$ cat config.mk
export PLATFORM = sky130hd
export DESIGN_NAME = rob_core
export DESIGN_NICKNAME = d
export VERILOG_FILES = /design/src/rtl/rob_pkg.sv /design/src/rtl/rob_store.sv /design/src/rtl/rob_squash_walk.sv /design/src/rtl/rob_core.sv
export SDC_FILE = /design/constraint.sdc
export NUM_CORES = 1
export LEC_CHECK = 0
export BUFFER_PORTS_ARGS = -buffer_cell sky130_fd_sc_hd__buf_4
export CAP_MARGIN = 20
export CORE_AREA = 10 10 377 288
export DETAILED_ROUTE_END_ITERATION = 10
export DIE_AREA = 0 0 387 298
export PLACE_DENSITY = 0.46
export SYNTH_ARGS = -nofsm -noshare
export SYNTH_HDL_FRONTEND = slang
export SYNTH_SLANG_ARGS = --single-unit
$ cat constraint.sdc
create_clock -name clk -period 17.3 [get_ports clk]
set_input_delay 3.46 -clock clk [delete_from_list [all_inputs] [get_ports clk]]
set_output_delay 3.46 -clock clk [all_outputs]
set_load 0.03 [all_outputs]
$ cat src/rtl/rob_pkg.sv
package rob_pkg;
    localparam int SEQ_W = 16;
    localparam int PC_W  = 32;

    typedef logic [SEQ_W-1:0] seq_t;
    typedef logic [PC_W-1:0]  pc_t;

    typedef struct packed {
        seq_t seq;
        pc_t  pc;
        pc_t  npc;
    } rob_payload_t;

    function automatic int unsigned ring_fwd(int unsigned p, int unsigned k, int unsigned n);
        return (p + (k % n)) % n;
    endfunction

    function automatic int unsigned ring_back(int unsigned p, int unsigned k, int unsigned n);
        return (p + n - (k % n)) % n;
    endfunction
endpackage

$ cat src/rtl/rob_store.sv
module rob_store #(
    parameter  int DEPTH = 8,
    localparam int PW    = $clog2(DEPTH)
) (
    input  logic                  clk,
    input  logic                  rst,
    input  logic                  wr_en,
    input  logic [PW-1:0]         wr_idx,
    input  rob_pkg::rob_payload_t wr_data,
    input  logic                  rdy_en,
    input  logic [PW-1:0]         rdy_idx,
    input  logic [DEPTH-1:0]      mark_vec,
    input  logic [PW-1:0]         head_idx,
    input  logic [PW-1:0]         tail_idx,
    output rob_pkg::rob_payload_t head_data,
    output rob_pkg::rob_payload_t tail_data,
    output logic                  head_rdy,
    output logic                  head_sq,
    output rob_pkg::seq_t         seq_vec [DEPTH]
);
    rob_pkg::rob_payload_t mem [DEPTH];
    logic [DEPTH-1:0] rdy_vec;
    logic [DEPTH-1:0] sq_vec;

    always_ff @(posedge clk) begin
        if (wr_en) mem[wr_idx] <= wr_data;
    end

    for (genvar i = 0; i < DEPTH; i++) begin : g_slot
        logic rdy_q;
        logic sq_q;
        always_ff @(posedge clk) begin
            if (rst) begin
                rdy_q <= 1'b0;
                sq_q  <= 1'b0;
            end else if (wr_en && wr_idx == PW'(i)) begin
                rdy_q <= 1'b0;
                sq_q  <= 1'b0;
            end else begin
                if (mark_vec[i]) begin
                    rdy_q <= 1'b1;
                    sq_q  <= 1'b1;
                end
                if (rdy_en && rdy_idx == PW'(i)) rdy_q <= 1'b1;
            end
        end
        assign rdy_vec[i] = rdy_q;
        assign sq_vec[i]  = sq_q;
        assign seq_vec[i] = mem[i].seq;
    end

    assign head_data = mem[head_idx];
    assign tail_data = mem[tail_idx];
    assign head_rdy  = rdy_vec[head_idx];
    assign head_sq   = sq_vec[head_idx];
endmodule

$ cat src/rtl/rob_squash_walk.sv
module rob_squash_walk #(
    parameter  int DEPTH = 8,
    parameter  int SQ_W  = 2,
    localparam int PW    = $clog2(DEPTH)
) (
    input  logic               active,
    input  logic [PW-1:0]      walk_ptr,
    input  logic [PW-1:0]      head_idx,
    input  rob_pkg::seq_t      stop_seq,
    input  rob_pkg::seq_t      seq_vec [DEPTH],
    output logic [DEPTH-1:0]   mark_vec,
    output logic               finish,
    output logic [PW-1:0]      next_ptr
);
    logic          alive;
    logic [PW-1:0] p;

    always_comb begin
        mark_vec = '0;
        finish   = 1'b0;
        alive    = active;
        p        = walk_ptr;
        for (int k = 0; k <= SQ_W; k++) begin
            p = PW'(rob_pkg::ring_back(int'(walk_ptr), unsigned'(k), DEPTH));
            if (alive) begin
                if (seq_vec[p] == stop_seq) begin
                    finish = 1'b1;
                    alive  = 1'b0;
                end else if (k < SQ_W) begin
                    mark_vec[p] = 1'b1;
                    if (p == head_idx) begin
                        finish = 1'b1;
                        alive  = 1'b0;
                    end
                end
            end
        end
        next_ptr = PW'(rob_pkg::ring_back(int'(walk_ptr), SQ_W, DEPTH));
    end
endmodule

$ cat src/rtl/rob_core.sv
module rob_core #(
    parameter  int DEPTH = 8,
    parameter  int SQ_W  = 2,
    localparam int PW    = $clog2(DEPTH),
    localparam int CW    = $clog2(DEPTH + 1)
) (
    input  logic                     clk,
    input  logic                     rst,
    input  logic                     ins_valid,
    input  logic [rob_pkg::SEQ_W-1:0] ins_seq,
    input  logic [rob_pkg::PC_W-1:0]  ins_pc,
    input  logic [rob_pkg::PC_W-1:0]  ins_npc,
    output logic                     ins_ready,
    input  logic                     ret_en,
    input  logic                     rdy_set,
    input  logic [PW-1:0]            rdy_idx,
    input  logic                     sq_req,
    input  logic [rob_pkg::SEQ_W-1:0] sq_seq,
    output logic                     sq_done,
    output logic [CW-1:0]            free_cnt,
    output logic                     head_ready,
    output logic                     head_squashed,
    output logic [rob_pkg::PC_W-1:0]  head_pc,
    output logic [rob_pkg::PC_W-1:0]  head_npc,
    output logic [rob_pkg::SEQ_W-1:0] head_seq,
    output logic [rob_pkg::PC_W-1:0]  tail_pc,
    output logic [rob_pkg::SEQ_W-1:0] tail_seq
);
    logic [PW-1:0]  head_q, tail_q, walk_ptr_q, ins_idx, walk_next;
    logic [CW-1:0]  cnt_q;
    logic           walking_q;
    rob_pkg::seq_t  stop_seq_q;
    rob_pkg::seq_t  seq_vec [DEPTH];
    rob_pkg::rob_payload_t new_ent, head_ent, tail_ent;
    logic [DEPTH-1:0] mark_vec;
    logic           empty, full, sq_start, do_ins, do_ret, head_flag, walk_fin;

    assign empty    = (cnt_q == '0);
    assign full     = (cnt_q == CW'(DEPTH));
    assign sq_start = sq_req && !walking_q && !empty;
    assign ins_ready = !full && !walking_q;
    assign do_ins   = ins_valid && ins_ready && !sq_start;
    assign head_ready = !empty && head_flag;
    assign do_ret   = ret_en && head_ready && !walking_q && !sq_start;
    assign ins_idx  = empty ? head_q : PW'(rob_pkg::ring_fwd(int'(tail_q), 1, DEPTH));
    assign new_ent  = '{seq: ins_seq, pc: ins_pc, npc: ins_npc};

    rob_store #(.DEPTH(DEPTH)) u_store (
        .clk(clk), .rst(rst),
        .wr_en(do_ins), .wr_idx(ins_idx), .wr_data(new_ent),
        .rdy_en(rdy_set), .rdy_idx(rdy_idx),
        .mark_vec(mark_vec),
        .head_idx(head_q), .tail_idx(tail_q),
        .head_data(head_ent), .tail_data(tail_ent),
        .head_rdy(head_flag), .head_sq(head_squashed),
        .seq_vec(seq_vec)
    );

    rob_squash_walk #(.DEPTH(DEPTH), .SQ_W(SQ_W)) u_walk (
        .active(walking_q), .walk_ptr(walk_ptr_q), .head_idx(head_q),
        .stop_seq(stop_seq_q), .seq_vec(seq_vec),
        .mark_vec(mark_vec), .finish(walk_fin), .next_ptr(walk_next)
    );

    always_ff @(posedge clk) begin
        if (rst) begin
            head_q     <= '0;
            tail_q     <= '0;
            cnt_q      <= '0;
            walking_q  <= 1'b0;
            walk_ptr_q <= '0;
            stop_seq_q <= '0;
        end else begin
            if (do_ins) tail_q <= ins_idx;
            if (do_ret) head_q <= PW'(rob_pkg::ring_fwd(int'(head_q), 1, DEPTH));
            unique case ({do_ins, do_ret})
                2'b10:   cnt_q <= cnt_q + CW'(1);
                2'b01:   cnt_q <= cnt_q - CW'(1);
                default: cnt_q <= cnt_q;
            endcase
            if (sq_start) begin
                walking_q  <= 1'b1;
                walk_ptr_q <= tail_q;
                stop_seq_q <= sq_seq;
            end else if (walking_q) begin
                if (walk_fin) walking_q <= 1'b0;
                else          walk_ptr_q <= walk_next;
            end
        end
    end

    assign sq_done  = !walking_q;
    assign free_cnt = CW'(DEPTH) - cnt_q;
    assign head_pc  = head_ent.pc;
    assign head_npc = head_ent.npc;
    assign head_seq = head_ent.seq;
    assign tail_pc  = tail_ent.pc;
    assign tail_seq = tail_ent.seq;
endmodule

==> results.md, run 1 <==
* Outcome: completed
* Rows at ~100
* DR pass1 iterations at 5
* Routability-driven placement congestion ratio at 0.797
* Critical path required time at around 14000 ps
* Hold Crit Endpoint: u_store.g_slot[4].sq_q$_SDFFE_PP0P_
* Worst-path fanout max at 64
* DRC violations left at 0
* Worst Skew at 27.4 ps
* Resized cells post-CTS at 0
* Register share of total power at 42.3%
* RSZ-0062 raised after global routing: false
* Crit-path max cell delay at 950 ps
* Worst setup SP type: flop
* Crit path time final at 7890 ps
* Reg2reg start: walk_ptr_q[1]$_SDFFE_PP0P_
* DP Worst Slack at 9530 ps
* Met2 usage at 25.8%
* Hold depth at 2
* Layout Utilization at 38.6%
* Htree depth at 3
* Share of layout cells above drive strength 1 at a little over two fifths
* Syn Inst Count at 1778
* PwrDens at ~120 mW/mm²
* Yosys cell types at 57
* Finish-stage setup viols at 0
* Crit-path cells: buf_4 -> buf_4 -> mux4_2 -> mux2_2 -> buf_4
* Pin count of the biggest net entering global routing at between 100 and 150
* Non-filler cells, final at approximately 3400
* Arrival time at the worst endpoint at 4430 ps
* CP max-delay cell: buf_4
* Most used flip-flop cell after synthesis: edfxtp_1
* Top Ports at 241
* CTS tree: done
* Syn Std Cell Area at 0.0330 mm²
* Area grow syn2layout at 17.5%
* Worst Hold Class: reg -> reg
* Synth Area in Compound Gates at roughly 1.9%
* Global-route layer with the greatest usage: met2
* Clk pwr share at 34.1%
* Setup TNS at 0 ps
* Crit-path most repeated cell: buf_4
* Initial core utilization at 32.8%
* Clock latency on the worst-skew pair at 640 ps
* Post-placement cell area at 0.0363 mm²
* Port buffer count at 240
* Sw power at 1.42 mW
* Post-synth top area share at 58.2%
* Via count at 18400
* R2R setup slack at between 10000 and 15000 ps
* Maximum VDD drop at 0.0000873 V
* Combinational share of power at 23.6%
* Post-synth top area cell: edfxtp_1
* Grt met1 use at 22.3%
* Max-slew violations at 0
* Family with the most delay on the worst path: buffers and inverters
* Max-Cap Viols at 0
* Number of synthesized register bits at 692
* Final wirelength at about 100 mm
* Internal at roughly 3.3 mW
* Fraction of synthesized area in multiplexers at 29.1%
* Hold_sp: u_store.g_slot[4].sq_q$_SDFFE_PP0P_
* Final HPWL DP at 60.5 mm
* Synth area leaders: edfxtp_1 (58%), mux4_2 (22%), mux2_2 (5.0%)
* Synth Area in XOR/XNOR at 1.77%
* Overflow after GRT at 0
* Max Fclk at 127 MHz
* Post-synthesis simple-gate area fraction at roughly 3.4%
* Total CTS buffers at 79
* Sequential area share after synthesis at 61.3%
* Die W at 387 µm
* Worst slew pin tran at 1220 ps
* CP endpoint kind: primary output
* Largest family of logic cells by synthesized area: multiplexers
* Adder-cell share of the synthesized area at less than 1%
* Initial antenna violation count at 11
* Pleak at 12.3 nW
* Cts hold-fix bufs at 0
* Post-synth EDFFs at 640
* Clock sinks at around 690
* WL/cell at 28.6 µm
* Post-CTS setup buffer count at 0
* Die area at 0.115 mm²
* Worst Reg-to-Reg Cells at 12
* Die height at 298 µm
* Total GRT Usage at 16.5%
* ANT nets after route at 0
* Hold Fails Final Rpt at 0
* Vias in the first global route at 19500
* Slew HR at 18.7%
* Clock Pin Slew Worst Setup and Hold Paths at 50 ps
* Vias/cell at roughly 5.4
* Buf/Inv on CP at 3
* Core Area at roughly 0.10 mm²
* Max clock buf depth at 3
* Syn Area/Cell at 18.6 µm²
* Placed Cells at 3258
* Sw Ratio at 29.8%
* Root buffer cell: clkbuf_16
* Yosys warns at 0
* Async SR Flop Fraction at 0%
* Global-route wire length before repair at 141 mm
* Final period utilization at 45.6%
* GRT met3 Usage at ~4.7%
* Final nets at 2119
* Syn Nets at 1895
* Final instance area at 0.0388 mm²
* Drt first-iter violations at 1670
* Crit Path Class: reg -> out
* Final setup margin at 9410 ps
* Reg-to-Reg End: walk_ptr_q[1]$_SDFFE_PP0P_
-- tightest hold or removal path: stages, from the launching register on --
cell and delay, ps:
dfxtp_1 300, inv_1 50, a21oi_1 50
-- power groups by stage --
stage	Combinational, mW	Clock (mW)	Sequential, mW
global route	1.20	1.74	2.03
finish	1.13	1.62	2.01
floorplan	0.743	0	2.03
global placement	1.14	0	2.04
detailed placement	1.14	0	2.05
CTS	1.14	1.67	2.01
-- routing by layer --
metal / wire (µm) / share of wire (%)
met1: 43200 / 44
met2: 44700 / 46
met3: 7210 / 7.4
met4: 2190 / 2.3
met5: 135 / 0.14
-- how the worst max path moves through the flow --
stage                              endpoint  startpoint  cells after the start  slack, ps
3_3_place_gp    u_store.mem[4][0]$_DFFE_PP_      sq_req                      7       9590
6_report                         head_pc[4]        flop                      5       9410
2_1_floorplan   u_store.mem[7][0]$_DFFE_PP_      sq_req                      4       6560
3_5_place_dp   u_store.mem[4][17]$_DFFE_PP_      sq_req                      7       9530
4_1_cts                          head_pc[4]        flop                      5       9340
5_1_grt                        head_npc[28]        flop                      5       9230
-- synthesized netlist by cell type, drive strengths merged, types with 7 or more instances --
library cell  count
a21oi            36
ha               11
nor3             17
dfxtp            52
nand3            16
mux2i            74
and3             12
a31oi             9
xor2             40
buf              61
clkbuf           75
inv              15
nor2             38
nand4            13
o21ai             7
nor3b            19
nand3b            9
nand2            62
mux4            320
mux2            147
edfxtp          640
xnor2            25
a211oi            7
or3               8
o22ai            13
-- per-stage QoR --
step           hold WS [ps]  total power, mW
2_1_floorplan           418             2.77
3_3_place_gp            435             3.18
3_5_place_dp            440             3.19
4_1_cts                 449             4.83
5_1_grt                 476             4.97
6_report                441             4.76
-- placed cells by master, fill, tap and decap left out, types with 4 or more instances in the layout --
cell       Yosys  final
a211oi_1       7      7
a21oi_1       36     36
a22o_1         5      5
a31oi_1        9      9
and3_1        12     12
buf_4         11    276
bufinv_16      0      5
clkbuf_1      75     21
clkbuf_16      0     79
clkinv_1       0     10
clkinv_2       0     18
dfxtp_1       52     44
dfxtp_4        0      7
edfxtp_1     640    640
ha_1          11     10
inv_1         14     14
mux2_2       146    146
mux2i_1       74     74
mux4_2       320    320
nand2_1       62     62
nand2b_1       5      5
nand3_1       16     16
nand3b_1       9      9
nand4_1       13     13
nor2_1        38     33
nor2_4         0      4
nor2b_1        4      4
nor3_1        17     15
nor3b_1       19     17
o21ai_0        7      7
o22ai_1       13     13
o31a_1         4      4
or2_2          5      5
or3_1          8      8
xnor2_1       24     24
xor2_1        39     39
-- cell type report --
class,count,area [µm²]
Fill cell,9131,61900
Inverter,15,56.3
Antenna cell,1,2.50
Clock buffer,101,2070
Sequential cell,692,20300
Multi-Input combinational cell,935,12200
Clock inverter,43,444
Timing Repair Buffer,279,2120
Tap cell,1339,1680
-- kinds of logic (layout without fill, tap and decap cells) --
group / count (synthesis) / after routing
AND/OR/NAND/NOR: 218 / 218
other: 0 / 1
adder cells (fa/ha/maj): 12 / 12
multiplexers: 541 / 541
XOR/XNOR: 65 / 65
buffers and inverters: 151 / 438
AO/OA/AOI/OAI: 99 / 99
flip-flops: 692 / 692
-- state kept, by name, indices dropped and copies added, names as in the netlist, named ones only --
name and flops:
head_q 3, u_store.g_slot.sq_q 8, tail_q 3, walk_ptr_q 3, u_store.g_slot.rdy_q 8, u_store.mem 640, stop_seq_q 16, walking_q 1
cnt_q 4
(Power assumes the default switching activity.)
==> run 2, diff against run 1 <==
ABC_AREA = 1   (was not set)
CORE_AREA = 10 10 383 292   (was 10 10 377 288)
DIE_AREA = 0 0 393 302   (was 0 0 387 298)
clock period = 8.1 ns   (was 17.3 ns; I/O delays follow)
==> run 2 against run 1 <==
Against the previous run: design area is 2.0% higher; sequential power is 140% higher; first-iteration DRC count increased by 59%; cell count rose by 55%; total power rose to 3.1 times the previous value; critical path depth increased by 2; clock power increased by 120%; critical path type unchanged.
==> results.md, run 2 <==
* Most instantiated cells after synthesis: nand2_1 (781), edfxtp_1 (640), o21ai_0 (562)
* Clock sinks at 692
* Crit-path cells: buf_12 -> buf_4 -> o21ai_0 -> o21ai_0 -> a21oi_1 -> a31oi_1 -> buf_4
* Post-placement cell area at between 0.03 and 0.04 mm²
* Vias/cell at 5.29
* Sequential area share after synthesis at 59.3%
* Maximum VDD drop at roughly 0.00025 V
* Clock latency on the worst-skew pair at between 600 and 700 ps
* Port buffer count at 240
* Total GRT Usage at 19.3%
* Post-CTS setup buffer count at 0
* Internal at 8.37 mW
* Count leader, synth: nand2_1
* Pleak at 14.6 nW
* Regs by FF count: u_store.mem: 640 flops, stop_seq_q: 16 flops
* Fill count at 10500
* DR pass1 iterations at 6
* Most flops, register: u_store.mem
* Worst slew pin tran at 1050 ps
* Routability-driven placement congestion ratio at 0.793
* Rows at slightly above 100
* CP endpoint kind: primary output
* Synth area leaders: edfxtp_1 (56%), nand2_1 (8.6%), o21ai_0 (8.2%)
* Most common cell after layout, fill and taps aside: nand2_1
* Slew HR at just over 30%
* Initial core utilization at between 30% and 40%
* Worst Hold Class: reg -> reg
* Finish-stage setup viols at 0
* Post-synth top area cell: edfxtp_1
* Top Ports at around 240
* Non-filler cells, final at 5264
* Cts hold-fix bufs at 0
* Vias in the first global route at 25800
* Root buffer cell: clkbuf_16
* Placed Cells at between 5000 and 6000
* Post-synth EDFFs at 640
* Final instance area at between 0.03 and 0.04 mm²
* Area of the multi-input gates at 0.0120 mm²
* Syn Std Cell Area at 0.0341 mm²
* CP max-delay cell: dfxtp_4
* Die area at 0.119 mm²
* Max FFs per register at 640
* Critical path required time at roughly 6500 ps
* Worst Skew at 21.0 ps
* Family with the most delay on the worst path: buffers and inverters
* Htree depth at 3
* Final period utilization at 68.9%
* CTS tree: done
* Max-Cap Viols at 0
* Share of layout cells above drive strength 1 at about 11%
* PwrDens at 371 mW/mm²
* Drt first-iter violations at 2656
* Clock Pin Slew Worst Setup and Hold Paths at approximately 60 ps
* Yosys cell types at 32
* Max Fclk at approximately 180 MHz
* Most used flip-flop cell after synthesis: edfxtp_1
* Worst setup SP type: flop
* Via count at 27900
* Final HPWL DP at 66.6 mm
* Crit Path Class: reg -> out
* Async SR Flop Fraction at 0%
* Hold Fails Final Rpt at 0
* Sw Ratio at a little over two fifths
* Syn Area/Cell at 9.14 µm²
* Syn Nets at 3852
* Setup TNS at 0 ps
* Buf/Inv on CP at 3
* WL/cell at 22.5 µm
* Core Area at 0.104 mm²
* Final nets at 3950
* Most frequent cells in the layout: nand2_1 (781), edfxtp_1 (640), o21ai_0 (562)
* Max clock buf depth at 3
* Overflow after GRT at 0
* Reg area at 0.0203 mm²
* Initial antenna violation count at 6
* ANT nets after route at 0
* Max-slew violations at 0
* DRC violations left at 0
* Resized cells post-CTS at 0
* Arrival time at the worst endpoint at 3960 ps
* Pin count of the biggest net entering global routing at 183
* Register share of total power at 32.8%
* Total CTS buffers at 79
* Global-route wire length before repair at 174 mm
* Post-synth top area share at between 50% and 60%
* Crit-path max cell delay at just under 1000 ps
* Number of synthesized register bits at 692
* Sw power at between 6 and 7 mW
* RSZ-0062 raised after global routing: false
* Final setup margin at 2520 ps
* WHS at 494 ps
* DP Worst Slack at 3100 ps
* Area grow syn2layout at 16.1%
* Die height at 302 µm
* Syn Inst Count at ~3700
* Crit path time final at 5580 ps
* Combinational share of power at 42.5%
* Outcome: completed
* Yosys warns at 0
* Final wirelength at 118 mm
* Clk pwr share at between 20% and 30%
* Worst-path fanout max at 150
* Die W at 393 µm
==> run 2: path summary, 6_finish.rpt <==
| path | start | endpoint | slack, ps | cells past startpoint |
|---|---|---|---|---|
| min | cnt_q[0]$_SDFFE_PP0P_ | cnt_q[0]$_SDFFE_PP0P_ | 490 | 1 |
| max reg2reg | walk_ptr_q[0]$_SDFFE_PP0P_ | walk_ptr_q[2]$_SDFFE_PP0P_ | 3330 | 18 |
| min reg2reg | cnt_q[0]$_SDFFE_PP0P_ | cnt_q[0]$_SDFFE_PP0P_ | 490 | 1 |
| max | flop | head_pc[10] | 2520 | 7 |
==> run 2: per-stage QoR <==
| step | utilization, % | total power [mW] |
|---|---|---|
| after floorplan | - | 8.81 |
| after global placement | 35.5 | 11.1 |
| after detailed placement | 35.5 | 11.2 |
| after CTS | 38.0 | 14.8 |
| after global routing | 38.0 | 15.6 |
| final | 38.0 | 14.7 |
==> run 2: power groups by stage <==
| stage | sequential, mW | combinational [mW] | clock (mW) |
|---|---|---|---|
| 2_1_floorplan | 4.76 | 4.05 | 0 |
| 3_3_place_gp | 4.89 | 6.25 | 0 |
| 3_5_place_dp | 4.88 | 6.27 | 0 |
| 4_1_cts | 4.81 | 6.30 | 3.72 |
| 5_1_grt | 4.88 | 6.87 | 3.88 |
| 6_report | 4.82 | 6.25 | 3.63 |
==> run 2: kinds of logic after synthesis <==
group / count (synthesis) / synth area share (%)
buffers and inverters: 494 / 5.77
DFF: 692 / 59.3
AOI/OAI and AO/OA: 1083 / 17.2
adders and majority gates: 12 / 0.462
xor gates and xnor gates: 9 / 0.231
and+or+nand+nor: 1445 / 17.0
==> run 2: routing by layer <==
metal  global-route usage [%]  share of wire, %
met4                     4.53               2.0
met5                        0             0.047
met2                     29.2                44
met3                     3.53               6.6
met1                     28.6                48
==> run 2: area by class of cell <==
type | instances | area share, %
diodes | 2 | 0.0126
clock buffers | 95 | 5.35
clock inverters | 50 | 1.15
inverters | 231 | 2.23
multi-input cells | 2549 | 30.2
flip-flops and latches | 692 | 51.2
well taps | 1365 | 4.31
repair buffers | 280 | 5.56
